[config.mk]
export PLATFORM = sky130hd
export DESIGN_NAME = tribyte_ctrl
export DESIGN_NICKNAME = d
export VERILOG_FILES = /design/src/rtl/tribyte_ctrl.sv
export SDC_FILE = /design/constraint.sdc
export NUM_CORES = 1
export LEC_CHECK = 0
export BUFFER_PORTS_ARGS = -buffer_cell sky130_fd_sc_hd__buf_2
export CORE_ASPECT_RATIO = 0.6
export CORE_UTILIZATION = 50
export DETAILED_ROUTE_END_ITERATION = 12
export PLACE_DENSITY = 0.75
export SETUP_SLACK_MARGIN = 0.3
export SYNTH_ARGS = -nofsm -noshare
export SYNTH_HDL_FRONTEND = slang
export SYNTH_SLANG_ARGS = --single-unit
[constraint.sdc]
create_clock -name clk -period 2.3 [get_ports clk]
set_clock_uncertainty 0.05 [all_clocks]
set_input_delay 0.23 -clock clk [delete_from_list [all_inputs] [get_ports clk]]
set_output_delay 0.23 -clock clk [all_outputs]
set_load 0.005 [all_outputs]
[src/rtl/tribyte_ctrl.sv]
module tribyte_ctrl #(
  parameter int W = 8
) (
  input  logic         clk,
  input  logic         rst_n,
  output logic [W-1:0] mem_addr,
  input  logic [W-1:0] mem_rdata,
  output logic [W-1:0] mem_wdata,
  output logic         mem_we,
  output logic [15:0]  cw,
  output logic         a_bus_dis,
  output logic [W-1:0] dp_in,
  input  logic [W-1:0] dp_result,
  input  logic [W-1:0] in_port
);

  typedef enum logic [2:0] {K_NOP, K_ALU, K_MOV, K_IN, K_LD, K_ST} kind_t;

  logic [W-1:0] pc, mar, mbr, inp, outb;
  logic [5:0]   ir;
  logic [2:0]   ra, rb;
  logic [3:0]   step, last;
  logic [3:0]   fc;
  kind_t        kind;

  always_comb begin
    kind = K_NOP;
    fc   = 4'b0000;
    case (ir)
      6'h00: kind = K_IN;
      6'h01: kind = K_MOV;
      6'h02: kind = K_LD;
      6'h03: kind = K_ST;
      6'h04: begin kind = K_ALU; fc = 4'b0001; end
      6'h06: begin kind = K_ALU; fc = 4'b0110; end
      6'h08: begin kind = K_ALU; fc = 4'b0010; end
      6'h0E: begin kind = K_ALU; fc = 4'b0101; end
      6'h16: begin kind = K_ALU; fc = 4'b1100; end
      6'h19: begin kind = K_ALU; fc = 4'b1000; end
      6'h1C: begin kind = K_ALU; fc = 4'b1010; end
      default: kind = K_NOP;
    endcase
  end

  always_comb begin
    case (kind)
      K_IN, K_ST: last = 4'd7;
      K_LD:       last = 4'd9;
      default:    last = 4'd6;
    endcase
  end

  always_ff @(posedge clk or negedge rst_n) begin
    if (!rst_n) begin
      step <= '0;
      pc   <= '0;
      mar  <= '0;
      mbr  <= '0;
      inp  <= '0;
      outb <= '0;
      ir   <= '0;
      ra   <= '0;
      rb   <= '0;
    end else begin
      step <= (step == last) ? 4'd0 : step + 4'd1;
      case (step)
        4'd0: mar <= pc;
        4'd1, 4'd3, 4'd5: begin
          mbr <= mem_rdata;
          pc  <= pc + 1'b1;
        end
        4'd2: begin
          ir  <= mbr[5:0];
          mar <= pc;
        end
        4'd4: begin
          ra  <= mbr[6:4];
          rb  <= mbr[2:0];
          mar <= pc;
        end
        4'd6: begin
          if (kind == K_IN) inp <= in_port;
          if (kind == K_LD || kind == K_ST) mar <= mbr;
          if (kind == K_ST) outb <= dp_result;
        end
        4'd7: if (kind == K_LD) mbr <= mem_rdata;
        4'd8: if (kind == K_LD) inp <= mbr;
        default: ;
      endcase
    end
  end

  always_comb begin
    cw        = '0;
    a_bus_dis = 1'b0;
    mem_we    = 1'b0;
    if (step == 4'd6) begin
      case (kind)
        K_ALU: cw = {ra, rb, ra, fc, 3'b000};
        K_MOV: begin
          cw        = {3'b000, rb, ra, 4'b0010, 3'b000};
          a_bus_dis = 1'b1;
        end
        K_ST: begin
          cw        = {3'b000, rb, 3'b000, 4'b0010, 3'b000};
          a_bus_dis = 1'b1;
        end
        default: ;
      endcase
    end
    if ((step == 4'd7 && kind == K_IN) || (step == 4'd9 && kind == K_LD))
      cw = {3'b000, 3'b000, ra, 4'b0000, 3'b000};
    if (step == 4'd7 && kind == K_ST)
      mem_we = 1'b1;
  end

  assign mem_addr  = mar;
  assign mem_wdata = outb;
  assign dp_in     = inp;

endmodule

==> flow_summary.yaml, run 1 <==
status:
  status: "finished, final reports clean"
synthesis:
  synth-seq-area-share_pct: 48.2
  synth-main-ff-cell: "dfrtp_1"
  synthCells: 262
  synth_warnings: 0
  synthArstFlopShare_pct: 100
  synth_edf_count: 0
  syn-cell-area_mm2: 0.00291
  yosysUniqueCellTypes: 51
  post_synth.cell_area_avg_um2: 11.1
  ys_ff_latch: 56
cts:
  worstSkewPairLatency_ns: 0.32
  htree_levels: 2
  cts_made_buffers: 5
  clk_path_buf_depth: 2
  cts_sinks: 56
  cts.reportedPaths.clkPinSlew_ns: 0.11
  cts_tree: "built"
  root_buffer: "clkbuf_8"
drt:
  routed_via_density: 5.65
  ant_nets: 0
  dr.pass1.iters: 4
  vias: 2482
  post_drt_wl_per_cell_um: 18.1
  wirelength_mm: 7.96
  drt_iter0_markers: 141
  drc: 0
timing:
  rsz0062_at_grt: "yes"
  hold-worst-slack_ns: 0.0745
  hold_viol_final: 0
  finalSetupViolations: 0
  relSlewSlack_pct: 63.4
  fmax_mhz: 438
  tns_ns: 0
  tightest_slew_ns: 0.549
  drv_slew: 0
  post-route-period-util_pct: 99.3
  fin_crit_ns: 2.28
final_layout:
  antenna_cells: 0
  num-nets-final: 389
  final_layout_size_suffix_gt1_share_pct: 48.5
  layout_common_cells: "buf_2, dfrtp_1, buf_4"
  synthToLayoutAreaGrowth_pct: 34.5
  stdcell_count: 439
  seqCellArea_mm2: 0.00141
  fillers: 414
  layout_commonest_cell: "buf_2"
  multiInputGateArea_mm2: 0.00163
  final_cell_area_mm2: 0.00391
die:
  die_area_mm2: 0.00614
  io_pins: 68
  die-width_um: 100
  core_mm2: 0.00560
  rows: 21
  die_y_um: 61.1
  initial_core_util_pct: 52.0
worst_setup_path:
  end_kind: "output pin"
  path_cells: "buf_4 -> ha_2 -> nand4b_1 -> a211o_4 -> nand2_8 -> nor4b_4 -> buf_2"
  critical_path.top_delay_family: "simple AND/OR/NAND/NOR gates"
  start_kind: "flop"
  reg2reg_depth: 6
  worst_ep_arrival_time_ns: 2.00
  r2r_slack_ns: 0.15
  crit_type: "flop to output pin"
  critPathBufInv: 2
  critPathMaxStageDelay_ns: 0.45
  crit_path_max_fanout: 7
  crit_slowest_cell: "dfrtp_2"
  r2r_end: "mbr[2]$_DFFE_PN0P_"
  r2r_start: "ir[3]$_DFFE_PN0N_"
  required_ns: 2.02
pwr:
  power_w: 0.00500
  powerDensity_mw_per_mm2: 1280
  vdd_drop_max_mv: 0.671
  p_leak_nw: 1.76
global_route:
  grt-ovfl-total: 0
  met3_usage_pct: 5.22
  busiest_layer: "met1"
  use_met1_pct: 39.5
  grt_max_degree: 36
  grt_pass1_wl_mm: 11.5
  antenna_found_initial: 0
  grt_pass1_vias: 2146
  grtUsageMet2_pct: 34.5
  grtUsageTotal_pct: 25.1
hold_path:
  min_from: "mem_rdata[6]"
  hold_end: "mbr[6]$_DFFE_PN0P_"
  hp-class: "input port to flop"
  min_path_cells: 2
placed_design:
  io_buffer_count: 64
  routabilityCongestion: 0.836
  place_area_mm2: 0.00335
  dp.cells: 405
  dp_hpwl_mm: 4.98
job:
  maxCapViolCount: 0
metrics by stage:
step	util, %	setup slack (ns)
after floorplan	-	0.392
after global placement	59.8	0.287
after detailed placement	59.8	0.207
after CTS	64.3	0.0768
after global routing	69.9	-0.0651
final	69.9	0.0172
registers in the layout, summed over array words and instances (netlist names):
name,flops
ir,6
rb,3
dp_in,8
pc,8
mem_addr,8
step,4
mbr,8
mem_wdata,8
ra,3
report_power, final:
| part | internal [W] | switching, W |
|---|---|---|
| clock | 0.000224 | 0.000354 |
| combinational | 0.00132 | 0.00119 |
| sequential | 0.00139 | 0.000520 |
| total | 0.00294 | 0.00206 |
synth_stat cells (2+ instances only):
library cell / n / area (um^2)
dfrtp_1: 56 / 1400
mux2_2: 27 / 304
a21oi_1: 18 / 90.1
nand2_1: 18 / 67.6
nor2_1: 17 / 63.8
mux2i_1: 9 / 90.1
nand3_1: 9 / 45.0
o22ai_1: 9 / 56.3
a2bb2oi_1: 8 / 70.1
buf_2: 7 / 35.0
inv_1: 7 / 26.3
xnor2_1: 6 / 52.6
xor2_1: 6 / 52.6
ha_1: 5 / 62.6
nand2b_1: 5 / 31.3
nor3_1: 5 / 25.0
nand3b_1: 4 / 30.0
buf_4: 3 / 22.5
a211o_1: 2 / 17.5
a211oi_1: 2 / 15.0
a21boi_0: 2 / 15.0
a31oi_1: 2 / 12.5
clkbuf_1: 2 / 7.51
nand4_1: 2 / 12.5
nand4b_1: 2 / 17.5
nand4bb_1: 2 / 22.5
o21ai_0: 2 / 10.0
o21bai_1: 2 / 15.0
worst max path at each step:
stage                      start                  endpoint  slack [ns]  cells after the start
5_1_grt        ir[0]$_DFFE_PN0N_                    cw[14]       -0.07                      4
6_report       step[0]$_DFF_PN0_                     cw[5]        0.02                      7
3_5_place_dp   step[0]$_DFF_PN0_                     cw[5]        0.21                      7
2_1_floorplan  step[0]$_DFF_PN0_                     cw[3]        0.39                      6
4_1_cts        step[0]$_DFF_PN0_                     cw[5]        0.08                      7
3_3_place_gp   ir[3]$_DFFE_PN0N_  mem_wdata[6]$_DFFE_PN0P_        0.29                      5
final cells by class:
class                           instances  area share [%]
Timing Repair Buffer                  100            16.5
Clock buffer                            5            1.76
Inverter                                7           0.831
Multi-Input combinational cell        188            41.7
Clock inverter                          3           0.703
Tap cell                               80            2.56
Sequential cell                        56            36.0
timing repair:
item | in CTS | in global routing
setup buffers | 11 | 14
hold buffers | 1 | 0
resized for setup | 17 | 44
pin swaps | 3 | 7
endpoints found under the setup margin | 23 | 44
hold endpoints to repair | 21 | 0
cell families after synthesis:
family                     after synthesis  share of synthesized area (%)
AOI/OAI and AO/OA                       55                           13.5
other                                    1                          0.129
muxes                                   37                           14.1
buffers and inverters                   20                           3.53
adders and majority gates                5                           2.15
DFF                                     56                           48.2
and+or+nand+nor                         76                           14.9
xor gates and xnor gates                12                           3.61
metal layers:
metal	share of wire, %	wire [um]
met5	0	0
met4	1.5	121
met3	6.8	541
met2	45	3590
met1	47	3700
(Power assumes the default switching activity.)
==> inputs of run 2 (changes only) <==
Settings changed: ABC_AREA set to 1, TNS_END_PERCENT set to 10.
==> run 2 against run 1 <==
  * Via count up 7.0%
  * Worst setup slack gained 0.14 ns
  * Die area grew 1.4%
  * Power is 3.0% lower
  * Sequential cell count unchanged
  * Register-to-register slack gained 0.20 ns
  * Fmax increased by 6.4%
  * Worst hold slack got worse by 0.0041 ns
  * Sequential power about the same
  * Clock-buffer cell count unchanged
  * Non-clock buffer count down 16
  * Wire length fell by 4.7%
  * Critical endpoint is now cw[10]
==> flow_summary.yaml, run 2 <==
pwr:
  powerDensity_mw_per_mm2: 1320
  p_int_w: 0.00266
  p_leak_nw: 1.90
  vdd_drop_max_mv: 0.551
  power.share.sequential_pct: 39.3
  p_comb_share_pct: 49.4
  switching_power_w: 0.00219
  power_w: 0.00486
  switching_share_pct: 45.2
  clockPowerShare_pct: 11.3
final_layout:
  antenna_cells: 0
  final_layout_size_suffix_gt1_share_pct: 35.5
  layout_commonest_cell: "nand2_1"
  num-nets-final: 464
  layout_common_cells: "nand2_1, buf_2, dfrtp_1"
  synthToLayoutAreaGrowth_pct: 24.7
hold_path:
  min_from: "mem_rdata[2]"
  hold_end: "mbr[2]$_DFFE_PN0P_"
  hp-class: "input port to flop"
  min_path_cells: 2
synthesis:
  post_synth.cell_area_avg_um2: 8.39
  synthCells: 352
  yosysTopAreaCellShare_pct: 47.5
  syn-cell-area_mm2: 0.00295
  synth_area_leader_cell: "dfrtp_1"
  synthTopCellsByCount: "nand2_1, dfrtp_1, inv_1, nor2_1, o21ai_0"
  yosysMostFrequentCell: "nand2_1"
  synthArstFlopShare_pct: 100
  synth_edf_count: 0
  ys_ff_latch: 56
  synth-main-ff-cell: "dfrtp_1"
  yosysUniqueCellTypes: 38
  synth-seq-area-share_pct: 47.5
  synth_warnings: 0
  synth_area_leaders: "dfrtp_1, nand2_1, inv_1"
drt:
  ant_nets: 0
  routed_via_density: 5.17
  drc: 0
  dr.pass1.iters: 6
  top_layer_used: "met4"
  vias: 2655
  post_drt_wl_per_cell_um: 14.7
  wl_met1_mm: 3.68
  dr_wl_met2_mm: 3.25
  wirelength_mm: 7.58
  drt_iter0_markers: 212
  wl_met3_um: 491
worst_setup_path:
  r2r_slack_ns: 0.35
  required_ns: 2.02
  crit_type: "flop to output pin"
  crit_path_max_fanout: 5
  path_cells: "nor2_4 -> nand3_2 -> nand2_1 -> nor2_1 -> and2_4 -> nand2_4 -> nand2_1 -> nor2_1 -> buf_2"
  end_kind: "output pin"
  start_kind: "flop"
  crit_slowest_cell: "dfrtp_2"
  worst_ep_arrival_time_ns: 1.87
  reg2reg_depth: 8
  r2r_end: "pc[5]$_DFFE_PN0P_"
  critPathMaxStageDelay_ns: 0.48
  r2r_start: "step[1]$_DFF_PN0_"
job:
  maxCapViolCount: 0
timing:
  fmax_mhz: 466
  post-route-period-util_pct: 93.3
  relSlewSlack_pct: 48.9
  tns_ns: 0
  drv_slew: 0
  hold_viol_final: 0
  tightest_slew_ns: 0.767
  rsz0062_at_grt: "yes"
  finalSetupViolations: 0
  fin_crit_ns: 2.15
  hold-worst-slack_ns: 0.0704
global_route:
  grtUsageTotal_pct: 23.9
  antenna_found_initial: 0
  grt_pass1_vias: 2246
  grt_pass1_wl_mm: 11.1
  grt_max_degree: 35
  grt-ovfl-total: 0
placed_design:
  dp_hpwl_mm: 5.13
  io_buffer_count: 64
  routabilityCongestion: 0.892
die:
  die_area_mm2: 0.00623
  initial_core_util_pct: 52.5
  die_y_um: 61.5
  die-width_um: 101
  core_mm2: 0.00562
  rows: 21
  io_pins: 68
cts:
  cts_made_buffers: 5
  cts_tree: "built"
  cts_sinks: 56
  clk_path_buf_depth: 2
  worstSkewPairLatency_ns: 0.31
  htree_levels: 2
  cts.reportedPaths.clkPinSlew_ns: 0.11
  root_buffer: "clkbuf_8"
status:
  status: "finished, final reports clean"
-- run 2: changes by cell type after synthesis, moves of 6 or more --
cell / previous run / this run
o21ai_0: 2 / 21
nor2_1: 17 / 30
inv_1: 7 / 49
o21ai_1: 0 / 8
a2bb2oi_1: 8 / 0
o22ai_1: 9 / 1
o21ai_2: 0 / 8
a21oi_1: 18 / 12
nand3_1: 9 / 20
mux2_2: 27 / 1
mux2i_1: 9 / 0
o21a_1: 0 / 16
buf_2: 7 / 1
nand2_1: 18 / 73
-- run 2: cell families after synthesis --
| family | after synthesis | share of synthesized area (%) |
|---|---|---|
| adder cells (fa/ha/maj) | 5 | 2.12 |
| AND/OR/NAND/NOR | 140 | 21.1 |
| flip-flops | 56 | 47.5 |
| AO/OA/AOI/OAI | 73 | 16.0 |
| other | 1 | 0.127 |
| buffers and inverters | 67 | 10.2 |
| XOR/XNOR | 9 | 2.67 |
| multiplexers | 1 | 0.381 |
-- run 2: metal layers --
layer	track usage, %	vias up
met5	0	-
met4	6.21	0
met3	4.99	22
met2	33.5	109
met1	37.2	1252
li1	-	1272
-- run 2: worst max path at each step --
stage	startpoint	end	slack [ns]	depth (start not counted)
2_1_floorplan	step[0]$_DFF_PN0_	mem_wdata[5]$_DFFE_PN0P_	0.52	10
3_3_place_gp	step[0]$_DFF_PN0_	mem_wdata[0]$_DFFE_PN0P_	0.26	8
3_5_place_dp	step[0]$_DFF_PN0_	mem_wdata[4]$_DFFE_PN0P_	0.18	8
4_1_cts	ir[4]$_DFFE_PN0N_	cw[7]	0.28	6
5_1_grt	ir[0]$_DFFE_PN0N_	cw[12]	0.01	10
6_report	ir[5]$_DFFE_PN0N_	cw[10]	0.15	9
-- run 2: what timing repair did --
item                                    4_1_cts  5_1_grt
resized for setup                            27       18
pin swaps                                     5       16
endpoints found under the setup margin       21       24
hold buffers                                  1        0
endpoints found under the hold margin        32        0
setup buffers                                 5        8
gates cloned                                  1        0
-- run 2: metrics by stage --
stage	instances	worst slack [ns]	utilization, %	cell area (um^2)
CTS	506	0.278	63.3	3560
global route	514	0.0132	65.5	3680
detailed placement	491	0.178	59.2	3330
finish	514	0.155	65.5	3680
global placement	491	0.265	59.2	3330
floorplan	354	0.519	-	2960
-- run 2: power groups by stage --
stage / registers, W / clock network [W] / logic (W)
floorplan: 0.00180 / 0 / 0.00146
global placement: 0.00183 / 0 / 0.00197
detailed placement: 0.00185 / 0 / 0.00203
CTS: 0.00188 / 0.000558 / 0.00220
global route: 0.00196 / 0.000596 / 0.00268
finish: 0.00191 / 0.000548 / 0.00240
-- run 2: cell type report --
class                   instances  area, um^2
well taps                      80         100
fillers                       473        1940
repair buffers                 84         473
clock inverters                 3        21.3
flip-flops and latches         56        1410
inverters                      54         206
multi-input cells             232        1400
clock buffers                   5        68.8
-- run 2: worst max-delay path, delay by kind of cell (launching register included) --
| family | cells | cell delay [ns] |
|---|---|---|
| flip-flops | 1 | 0.48 |
| buffers and inverters | 1 | 0.12 |
| AND/OR/NAND/NOR | 8 | 0.96 |
==> inputs of run 3 (changes only) <==
Settings changed: CORE_UTILIZATION 50 to 35, PLACE_DENSITY 0.75 to not set.
==> run 3 against run 2 <==
  * Highest routed layer unchanged
  * Sequential power about the same
  * Wire length decreased by 5.1%
  * Clock-buffer cell count increased by 2
  * Worst setup slack improved by 0.087 ns
  * Worst hold slack improved by 0.035 ns
  * Final area decreased by 0.27%
==> flow_summary.yaml, run 3 (synthesis gave the netlist of run 2 again) <==
placed_design:
  dp_hpwl_mm: 5.34
  routabilityCongestion: 0.941
  dp.cells: 519
  io_buffer_count: 64
final_layout:
  layout_commonest_cell: "nand2_1"
  synthToLayoutAreaGrowth_pct: 24.4
  final_layout_size_suffix_gt1_share_pct: 32.9
  layout_common_cells: "nand2_1, buf_2, dfrtp_1"
  antenna_cells: 0
  fin_util_pct: 45.9
  fillers: 820
  stdcell_count: 533
  num-nets-final: 455
global_route:
  grt_pass1_vias: 2269
  antenna_found_initial: 0
  grt-ovfl-total: 0
  grtUsageTotal_pct: 17.2
  grt_pass1_wl_mm: 11.5
  grt_max_degree: 25
die:
  initial_core_util_pct: 36.9
  die-width_um: 121
  rows: 25
  core_mm2: 0.00801
  io_pins: 68
  die_y_um: 73.1
  die_area_mm2: 0.00882
hold_path:
  min_from: "mem_rdata[7]"
  hp-class: "input port to flop"
pwr:
  switching_share_pct: 42.7
  p_comb_share_pct: 45.5
  vdd_drop_max_mv: 0.557
  clockPowerShare_pct: 15.9
  power.share.sequential_pct: 38.6
  p_leak_nw: 1.87
  powerDensity_mw_per_mm2: 1330
  power_w: 0.00490
  p_int_w: 0.00281
  switching_power_w: 0.00209
worst_setup_path:
  r2r_slack_ns: 0.42
  start_kind: "flop"
  setup.worst_path.start: "ir[5]$_DFFE_PN0N_"
  crit_type: "flop to output pin"
  crit_path_max_fanout: 5
  worst_ep_arrival_time_ns: 1.78
  end_kind: "output pin"
  required_ns: 2.02
  r2r_start: "step[0]$_DFF_PN0_"
timing:
  tightest_slew_ns: 0.570
  hold_viol_final: 0
  fin_crit_ns: 2.06
  post-route-period-util_pct: 89.5
  finalSetupViolations: 0
  drv_slew: 0
  tns_ns: 0
  relSlewSlack_pct: 62.0
  fmax_mhz: 486
  rsz0062_at_grt: "yes"
drt:
  dr.pass1.iters: 4
  vias: 2465
  drc: 0
  ant_nets: 0
  post_drt_wl_per_cell_um: 13.5
  drt_iter0_markers: 162
  wirelength_mm: 7.20
  routed_via_density: 4.62
status:
  status: "finished, final reports clean"
job:
  maxCapViolCount: 0
cts:
  cts_made_buffers: 5
  htree_levels: 2
  cts_tree: "built"
  clk_path_buf_depth: 2
  root_buffer: "clkbuf_16"
  cts.reportedPaths.clkPinSlew_ns: 0.07
  worstSkewPairLatency_ns: 0.29
  cts_sinks: 56
## run 3: cell types whose count changed in the layout (fill, tap and decap cells not counted), sizes merged
cell and delta:
buf -9, clkbuf +2, clkinv -1, inv -1
## run 3: final cells by class
class,count,area [um^2],area share (%)
Multi-Input combinational cell,232,1370,37.2
Tap cell,108,135,3.68
Timing Repair Buffer,75,405,11.0
Sequential cell,56,1410,38.4
Inverter,54,206,5.62
Clock inverter,1,7.51,0.204
Clock buffer,7,143,3.88
## run 3: critical path, stage by stage (launching register included)
cell and delay [ns]:
dfrtp_2 0.47, nor2_4 0.25, nand3_2 0.15, nand2_2 0.09
nor2_2 0.04, and2_4 0.17, nand2_4 0.07, nand2_2 0.05
nor2_2 0.09, buf_2 0.11
## run 3: path summary, 6_finish.rpt
check / depth (start not counted) / to
worst max-delay path: 9 / cw[11]
worst min-delay path: 2 / mbr[7]$_DFFE_PN0P_
worst max register to register: 8 / mem_wdata[2]$_DFFE_PN0P_
worst min register to register: 2 / mem_wdata[1]$_DFFE_PN0P_
max in group asynchronous: 3 / mem_addr[5]$_DFFE_PN0P_
min in group asynchronous: 2 / mem_wdata[4]$_DFFE_PN0P_
## run 3: per-stage QoR
stage | setup WS [ns] | instance area [um^2] | hold WS, ns
after floorplan | 0.519 | 2960 | -0.116
after global placement | 0.246 | 3370 | 0.209
after detailed placement | 0.164 | 3370 | 0.215
after CTS | 0.254 | 3580 | 0.0988
after global routing | 0.135 | 3670 | 0.0979
final | 0.242 | 3670 | 0.106
## run 3: power by group through the flow
stage	clock (W)	combinational, W	sequential [W]
floorplan	0	0.00146	0.00180
global placement	0	0.00201	0.00184
detailed placement	0	0.00205	0.00184
CTS	0.000800	0.00212	0.00187
global route	0.000849	0.00252	0.00195
finish	0.000780	0.00223	0.00189
## run 3: what timing repair did
action | 4_1_cts | 5_1_grt
hold buffers | 1 | 0
pin swaps | 2 | 8
hold endpoints to repair | 22 | 0
gates resized for setup | 13 | 24
setup endpoints to repair | 21 | 21
setup buffers | 2 | 2
cloned | 1 | 0
## run 3: layer usage
layer	GRT usage, %	share of wire, %	vias to the layer above	wire [um]
met5	0	0	-	0
met4	4.25	0.53	0	38
met3	4.14	5.1	2	365
met2	22.9	40	51	2900
met1	27.2	54	1151	3890
li1	-	-	1261	-
